$ cat config.mk
export PLATFORM = sky130hd
export DESIGN_NAME = dma_chan_seq
export DESIGN_NICKNAME = d
export VERILOG_FILES = /design/src/rtl/dma_chan_seq.sv
export SDC_FILE = /design/constraint.sdc
export NUM_CORES = 1
export LEC_CHECK = 0
export CELL_PAD_IN_SITES_DETAIL_PLACEMENT = 1
export CELL_PAD_IN_SITES_GLOBAL_PLACEMENT = 2
export CORE_MARGIN = 2
export CORE_UTILIZATION = 37
export CTS_CLUSTER_SIZE = 12
export DETAILED_ROUTE_END_ITERATION = 8
export DONT_BUFFER_PORTS = 1
export PLACE_DENSITY = 0.88
export SLEW_MARGIN = 20
export SYNTH_ARGS = -nofsm -noshare
export SYNTH_HDL_FRONTEND = slang
export SYNTH_SLANG_ARGS = --single-unit
$ cat constraint.sdc
create_clock -name clk -period 4 [get_ports clk]
set_clock_uncertainty 0.2 [all_clocks]
set_input_delay 0.2 -clock clk [delete_from_list [all_inputs] [get_ports clk]]
set_output_delay 0.2 -clock clk [all_outputs]
set_load 0.02 [all_outputs]
$ cat src/rtl/dma_chan_seq.sv
module dma_chan_seq #(
  parameter int WCNT_W = 24,
  parameter int TCNT_W = 28,
  parameter int IVL_W  = 16
) (
  input  logic        clk,
  input  logic        rst_n,
  input  logic        reg_we,
  input  logic [2:0]  reg_addr,
  input  logic [31:0] reg_wdata,
  output logic [31:0] reg_rdata,
  input  logic        start_evt,
  output logic        bus_req,
  input  logic        bus_gnt,
  output logic        rd_stb,
  output logic [31:0] rd_addr,
  input  logic [31:0] rd_data,
  output logic        wr_stb,
  output logic [31:0] wr_addr,
  output logic [31:0] wr_data,
  output logic        irq
);
  localparam logic [2:0] A_CTRL = 3'd0, A_SRC = 3'd1, A_DST = 3'd2, A_TOT = 3'd3,
                         A_WCNT = 3'd4, A_IVL = 3'd5, A_FILL = 3'd6;

  typedef enum logic [2:0] {S_IDLE, S_REQ, S_RD, S_WR, S_GAP} st_t;
  st_t state;

  logic [31:0]         ctrl_q, src_p, dst_p, src_w, dst_w, fill_q, data_q;
  logic [TCNT_W-1:0]   tot_q, tleft;
  logic [WCNT_W-1:0]   wcnt_q, wleft;
  logic [IVL_W+1:0]    ivl_q;
  logic [IVL_W-1:0]    gleft;
  logic [15:0]         bleft;
  logic [5:0]          pre;

  wire [1:0] dmode  = ctrl_q[11:10];
  wire [1:0] smode  = ctrl_q[14:13];
  wire       fill_m = (smode == 2'd3);
  wire       imm    = ctrl_q[28];
  wire       rpt    = ~ctrl_q[28] & ctrl_q[29];
  wire       cnted  = ~ctrl_q[28] & ~ctrl_q[29];
  wire [1:0] psc    = ivl_q[IVL_W +: 2];
  wire [IVL_W-1:0] ivl = ivl_q[IVL_W-1:0];
  wire [5:0] pre_top = 6'((7'd1 << {psc, 1'b0}) - 7'd1);

  wire ctl_wr   = reg_we && (reg_addr == A_CTRL);
  wire en_rise  = ctl_wr && reg_wdata[31] && !ctrl_q[31];
  wire go_imm   = en_rise && reg_wdata[28];
  wire go_evt   = start_evt && ctrl_q[31] && !imm && (state == S_IDLE) && !ctl_wr;
  wire last_grp = (wleft == WCNT_W'(1));
  wire last_tot = cnted && (tleft == TCNT_W'(1));
  wire ends     = imm || last_tot;

  function automatic logic [31:0] step(input logic [31:0] a, input logic [1:0] m);
    case (m)
      2'd0:    return a + 32'd4;
      2'd1:    return a - 32'd4;
      default: return a;
    endcase
  endfunction

  assign bus_req = (state == S_REQ) || (state == S_RD) || (state == S_WR);
  assign rd_stb  = (state == S_RD);
  assign wr_stb  = (state == S_WR);
  assign rd_addr = src_w;
  assign wr_addr = dst_w;
  assign wr_data = fill_m ? fill_q : data_q;

  always_comb begin
    case (reg_addr)
      A_CTRL:  reg_rdata = ctrl_q;
      A_SRC:   reg_rdata = src_p;
      A_DST:   reg_rdata = dst_p;
      A_TOT:   reg_rdata = 32'(tot_q);
      A_WCNT:  reg_rdata = 32'(wcnt_q);
      A_IVL:   reg_rdata = 32'(ivl_q);
      A_FILL:  reg_rdata = fill_q;
      default: reg_rdata = 32'd0;
    endcase
  end

  always_ff @(posedge clk) begin
    if (!rst_n) begin
      state <= S_IDLE;
      ctrl_q <= '0; src_p <= '0; dst_p <= '0; src_w <= '0; dst_w <= '0;
      fill_q <= '0; data_q <= '0; tot_q <= '0; tleft <= '0; wcnt_q <= '0;
      wleft <= '0; ivl_q <= '0; gleft <= '0; bleft <= '0; pre <= '0;
      irq <= 1'b0;
    end else begin
      irq <= 1'b0;
      case (state)
        S_IDLE: if (go_evt) begin
          wleft <= wcnt_q;
          if (ctrl_q[15]) src_w <= src_p;
          if (ctrl_q[12]) dst_w <= dst_p;
          if (wcnt_q != '0) state <= S_REQ;
        end
        S_REQ: if (bus_gnt) begin
          bleft <= 16'd1 << ctrl_q[19:16];
          state <= fill_m ? S_WR : S_RD;
        end
        S_RD: begin
          data_q <= rd_data;
          src_w  <= step(src_w, smode);
          state  <= S_WR;
        end
        S_WR: begin
          dst_w <= step(dst_w, dmode);
          wleft <= wleft - WCNT_W'(1);
          bleft <= bleft - 16'd1;
          if (cnted) tleft <= tleft - TCNT_W'(1);
          if (last_grp || last_tot) begin
            state <= S_IDLE;
            irq   <= ctrl_q[30] && (ends || rpt);
            if (ends) ctrl_q[31] <= 1'b0;
          end else if (bleft == 16'd1) begin
            if (ivl == '0) state <= S_REQ;
            else begin
              state <= S_GAP;
              gleft <= ivl;
              pre   <= '0;
            end
          end else begin
            state <= fill_m ? S_WR : S_RD;
          end
        end
        S_GAP: begin
          if (pre == pre_top) begin
            pre   <= '0;
            gleft <= gleft - IVL_W'(1);
            if (gleft == IVL_W'(1)) state <= S_REQ;
          end else begin
            pre <= pre + 6'd1;
          end
        end
        default: state <= S_IDLE;
      endcase

      if (en_rise) tleft <= tot_q;
      if (go_imm) begin
        wleft <= wcnt_q;
        if (reg_wdata[15]) src_w <= src_p;
        if (reg_wdata[12]) dst_w <= dst_p;
        if (wcnt_q != '0) state <= S_REQ;
      end

      if (reg_we) begin
        case (reg_addr)
          A_CTRL: begin
            ctrl_q <= reg_wdata;
            if (!reg_wdata[31]) state <= S_IDLE;
            if (go_imm && wcnt_q == '0) ctrl_q[31] <= 1'b0;
          end
          A_SRC:  begin src_p <= {reg_wdata[31:2], 2'b00}; src_w <= {reg_wdata[31:2], 2'b00}; end
          A_DST:  begin dst_p <= {reg_wdata[31:2], 2'b00}; dst_w <= {reg_wdata[31:2], 2'b00}; end
          A_TOT:  tot_q  <= reg_wdata[TCNT_W-1:0];
          A_WCNT: wcnt_q <= reg_wdata[WCNT_W-1:0];
          A_IVL:  ivl_q  <= reg_wdata[IVL_W+1:0];
          A_FILL: fill_q <= reg_wdata;
          default: ;
        endcase
      end
    end
  end

  p_irq_pulse_r11: assert property (@(posedge clk) disable iff (!rst_n)
    irq |=> !irq);

  p_req_drop_r5: assert property (@(posedge clk) disable iff (!rst_n)
    $fell(bus_req) |-> ($past(wr_stb) || $past(reg_we)));

  p_first_grant_r5: assert property (@(posedge clk) disable iff (!rst_n)
    ((rd_stb || wr_stb) && !$past(rd_stb || wr_stb)) |-> $past(bus_gnt));

  p_aligned_r3: assert property (@(posedge clk) disable iff (!rst_n)
    (rd_stb |-> rd_addr[1:0] == 2'b00) and (wr_stb |-> wr_addr[1:0] == 2'b00));
endmodule

==> summary.txt <==
Status
  • Outcome: finished, final reports clean

Cells and area
  • Layout Nets: 3,082
  • Storage cell area: 0.00769 mm2
  • Synth-to-Final Area Change: 12.3%
  • Multi-input logic area: 0.0134 mm2
  • Fin cells: 3,813
  • Cell area after layout: 0.0250 mm2
  • Fillers: 7,291
  • Share of cells above drive strength 1: 0.0812

Clock tree
  • Buffers inserted by post-CTS timing repair: 0
  • Later-pin clock latency in the skew report: 0.59 ns
  • Total CTS buffers: 45
  • Cts hold-fix bufs: 79
  • TritonCTS clock tree: done
  • Clock Path Buffers: 3
  • Root Driver: clkbuf_16
  • Clock transition at path regs: 0.06 ns
  • Post-CTS sizing: 0
  • Clk sinks: 384
  • CTS HTree Levels: 2

Route
  • Drt first pass iters: 5
  • Wire length per cell: 27.2 um
  • DRT iter0 DRCs: 2,411
  • Total number of vias: 24,600
  • DRC: 0
  • Vias per cell: 6.44
  • Routed WL: 104,000 um
  • Post-DRT Antenna Nets: 0

Synth
  • Avg Cell Area, Syn: 7.26 um2
  • Synth Flop Type: dfxtp_1
  • Cells after Synth: 3,060
  • #FFs+latches synth: 384
  • Top cells by area in the synthesized netlist: dfxtp_1, nand2_1, a21oi_1
  • Syn_nets: 3,143
  • Share of the synthesized area in the top cell type: 0.346
  • Synth area leader: dfxtp_1
  • Cell area after synthesis: 0.0222 mm2
  • Synth cell types: 93
  • Post-synth EDFFs: 0
  • FFs w/ async S/R, synth: 0
  • Syn. warnings: 0
  • Register area share after synthesis: 0.346

Timing
  • TNS Setup: 0 ns
  • Final setup violation count: 0
  • Relative slew slack: 0.195
  • Period minus WS final: 3.78 ns
  • Hold Fails Final Rpt: 0
  • RSZ-0062 raised after global routing: false
  • Setup WS post-layout: 0.222 ns
  • Max Slew Vio Count: 0
  • FMAX: 265 MHz
  • Final period utilization: 0.944
  • Pin slew with the least headroom to its limit: 1.19 ns

Floorplan
  • Top Ports: 204
  • Die H: 249 um
  • Area of the core: 0.0592 mm2
  • Die W: 249 um
  • Starting Density: 0.375
  • Rows: 89
  • Die area: 0.0620 mm2

Global routing
  • Largest net degree at the start of global routing: 205
  • Grt ovf: 0
  • Number of global-route vias before repair: 24,000
  • Initial antenna violation count: 15
  • Gr usage total: 0.320
  • First-pass GRT wire length: 155,000 um

Setup path
  • Setup CP Type: flip-flop to flip-flop
  • Slack of the worst reg-to-reg path: 0.22 ns
  • Critical Path Fanout Max: 24
  • Crit-path cells: or2_2, buf_4, o21ai_0, buf_4, nor2_1, a22oi_1, o21ai_0, a21o_1, dlygate4sd3_1
  • Critical path capture point type: flip-flop
  • Critical path startpoint category: flip-flop
  • WP data required: 4.33 ns
  • Reg2reg start: state[2]
  • CP peak stage delay: 0.86 ns
  • RR Endpoint: wr_addr[21]
  • CP arrival: 4.11 ns
  • Worst path slowest cell: nor2_1
  • Reg2Reg Depth: 9

Pwr
  • Maximum vdd drop: 0.279 mV
  • Power per cell area: 366 mW/mm2
  • Static leakage: 8.38 nW

Worst hold path
  • Worst hold stages: 4
  • Min-Delay Endpoint: wr_addr[8]
  • Hold crit path type: input port to flip-flop
  • Min-delay src: reg_wdata[12]

Placed design
  • Dpl cell area: 0.0226 mm2
  • Port bufs: 0
  • Hpwl dp: 71,300 um
  • Setup WS pre-CTS: 0.675 ns
  • Routability-driven placement congestion ratio: 0.908
  • Inst Count DP: 3,646

Job
  • Max_cap viols: 0
## sequential cells by signal, indices dropped and copies added (netlist names), 3 cells and up
register	flops
bleft	16
fill_q	32
ctrl_q	32
tot_q	28
wcnt_q	24
gleft	16
pre	6
dst_p	30
tleft	28
rd_addr	32
wr_addr	32
state	3
wleft	24
ivl_q	18
src_p	30
data_q	32
## layout make-up
cell class / instances / area share
Timing Repair Buffer: 142 / 0.0518
Multi-Input combinational cell: 2386 / 0.535
Tap cell: 773 / 0.0388
Inverter: 40 / 0.00632
Clock buffer: 64 / 0.0520
Antenna cell: 10 / 0.00100
Sequential cell: 384 / 0.308
Clock inverter: 14 / 0.00697
## cell usage in the layout, fill, tap and decap left out, drive strengths merged, types with 9 or more instances in the layout
master,count
nor2,262
xnor2,41
diode,10
a211oi,40
dlygate4sd3,78
or4,26
or3,30
dfxtp,384
and4,9
or2,10
nand2b,10
mux4,13
and3,28
a21oi,372
nand2,651
o22ai,24
mux2i,43
o211ai,16
nor2b,12
ha,11
nor3,63
buf,64
nand4,32
a32oi,13
inv,42
nor4,56
nand3,94
and2,15
a22oi,43
a221oi,25
o21ai,196
a31oi,31
nand3b,10
clkbuf,64
xor2,15
mux2,55
## per-stage QoR
step	hold WS, ns	power, mW	utilization
finish	0.0549	9.14	0.421
global route	0.102	9.36	0.421
CTS	0.0216	9.13	0.421
detailed placement	0.125	4.77	0.382
global placement	0.124	4.75	0.382
floorplan	0.121	4.59	-
## routing by layer
layer | global-route usage | vias to the layer above | routed length (um) | part of all wire
li1 | - | 10900 | - | -
met1 | 0.417 | 12400 | 43400 | 0.42
met2 | 0.512 | 1058 | 46800 | 0.45
met3 | 0.0820 | 251 | 9430 | 0.091
met4 | 0.115 | 10 | 4120 | 0.040
met5 | 0 | - | 63 | 0.00061
## worst max-delay path, delay by kind of cell (launching register included)
kind                   cells  cell delay, ns
and+or+nand+nor            2            1.14
DFF                        1            0.52
buffers and inverters      3            1.07
AOI/OAI and AO/OA          4            0.76
## report_power, final
group | switching, mW | total, mW | internal, mW
clock network | 1.80 | 4.25 | 2.45
logic | 0.585 | 0.849 | 0.264
registers | 0.144 | 4.04 | 3.90
## cells in the mapped netlist, drive strengths merged (11+ instances only)
master,n
and2,15
buf,31
or3,30
mux4,13
xor2,15
clkbuf,219
nor4,56
nand4,32
a221oi,25
nor3,63
a32oi,13
o21ai,196
mux2,55
a22oi,43
dfxtp,384
mux2i,43
a21oi,372
nor2b,12
nand2,651
or4,26
nand3,94
ha,11
and3,28
nor2,262
inv,38
a31oi,31
o22ai,24
a211oi,40
xnor2,41
o211ai,16
## how the worst max path moves through the flow
stage          cells past startpoint  slack [ns]         from          end
2_1_floorplan                     13        0.43   ctrl_q[11]  wr_addr[16]
3_3_place_gp                      10        0.73   rd_addr[3]  rd_addr[24]
3_5_place_dp                      10        0.67   rd_addr[3]  rd_addr[24]
4_1_cts                           10        0.29   wr_addr[9]  wr_addr[28]
5_1_grt                           10        0.09  wr_addr[11]  wr_addr[28]
6_report                           9        0.22     state[2]  wr_addr[21]
## cell families (layout without fill, tap and decap cells)
family	after synthesis	in the layout	share of synthesized area
and+or+nand+nor	1329	1329	0.270
muxes	111	111	0.0604
xor gates and xnor gates	56	56	0.0221
adders and majority gates	11	11	0.00619
DFF	384	384	0.346
other	0	10	0
AOI/OAI and AO/OA	879	879	0.240
buffers and inverters	290	260	0.0559
Power figures use the tool's default switching activity.
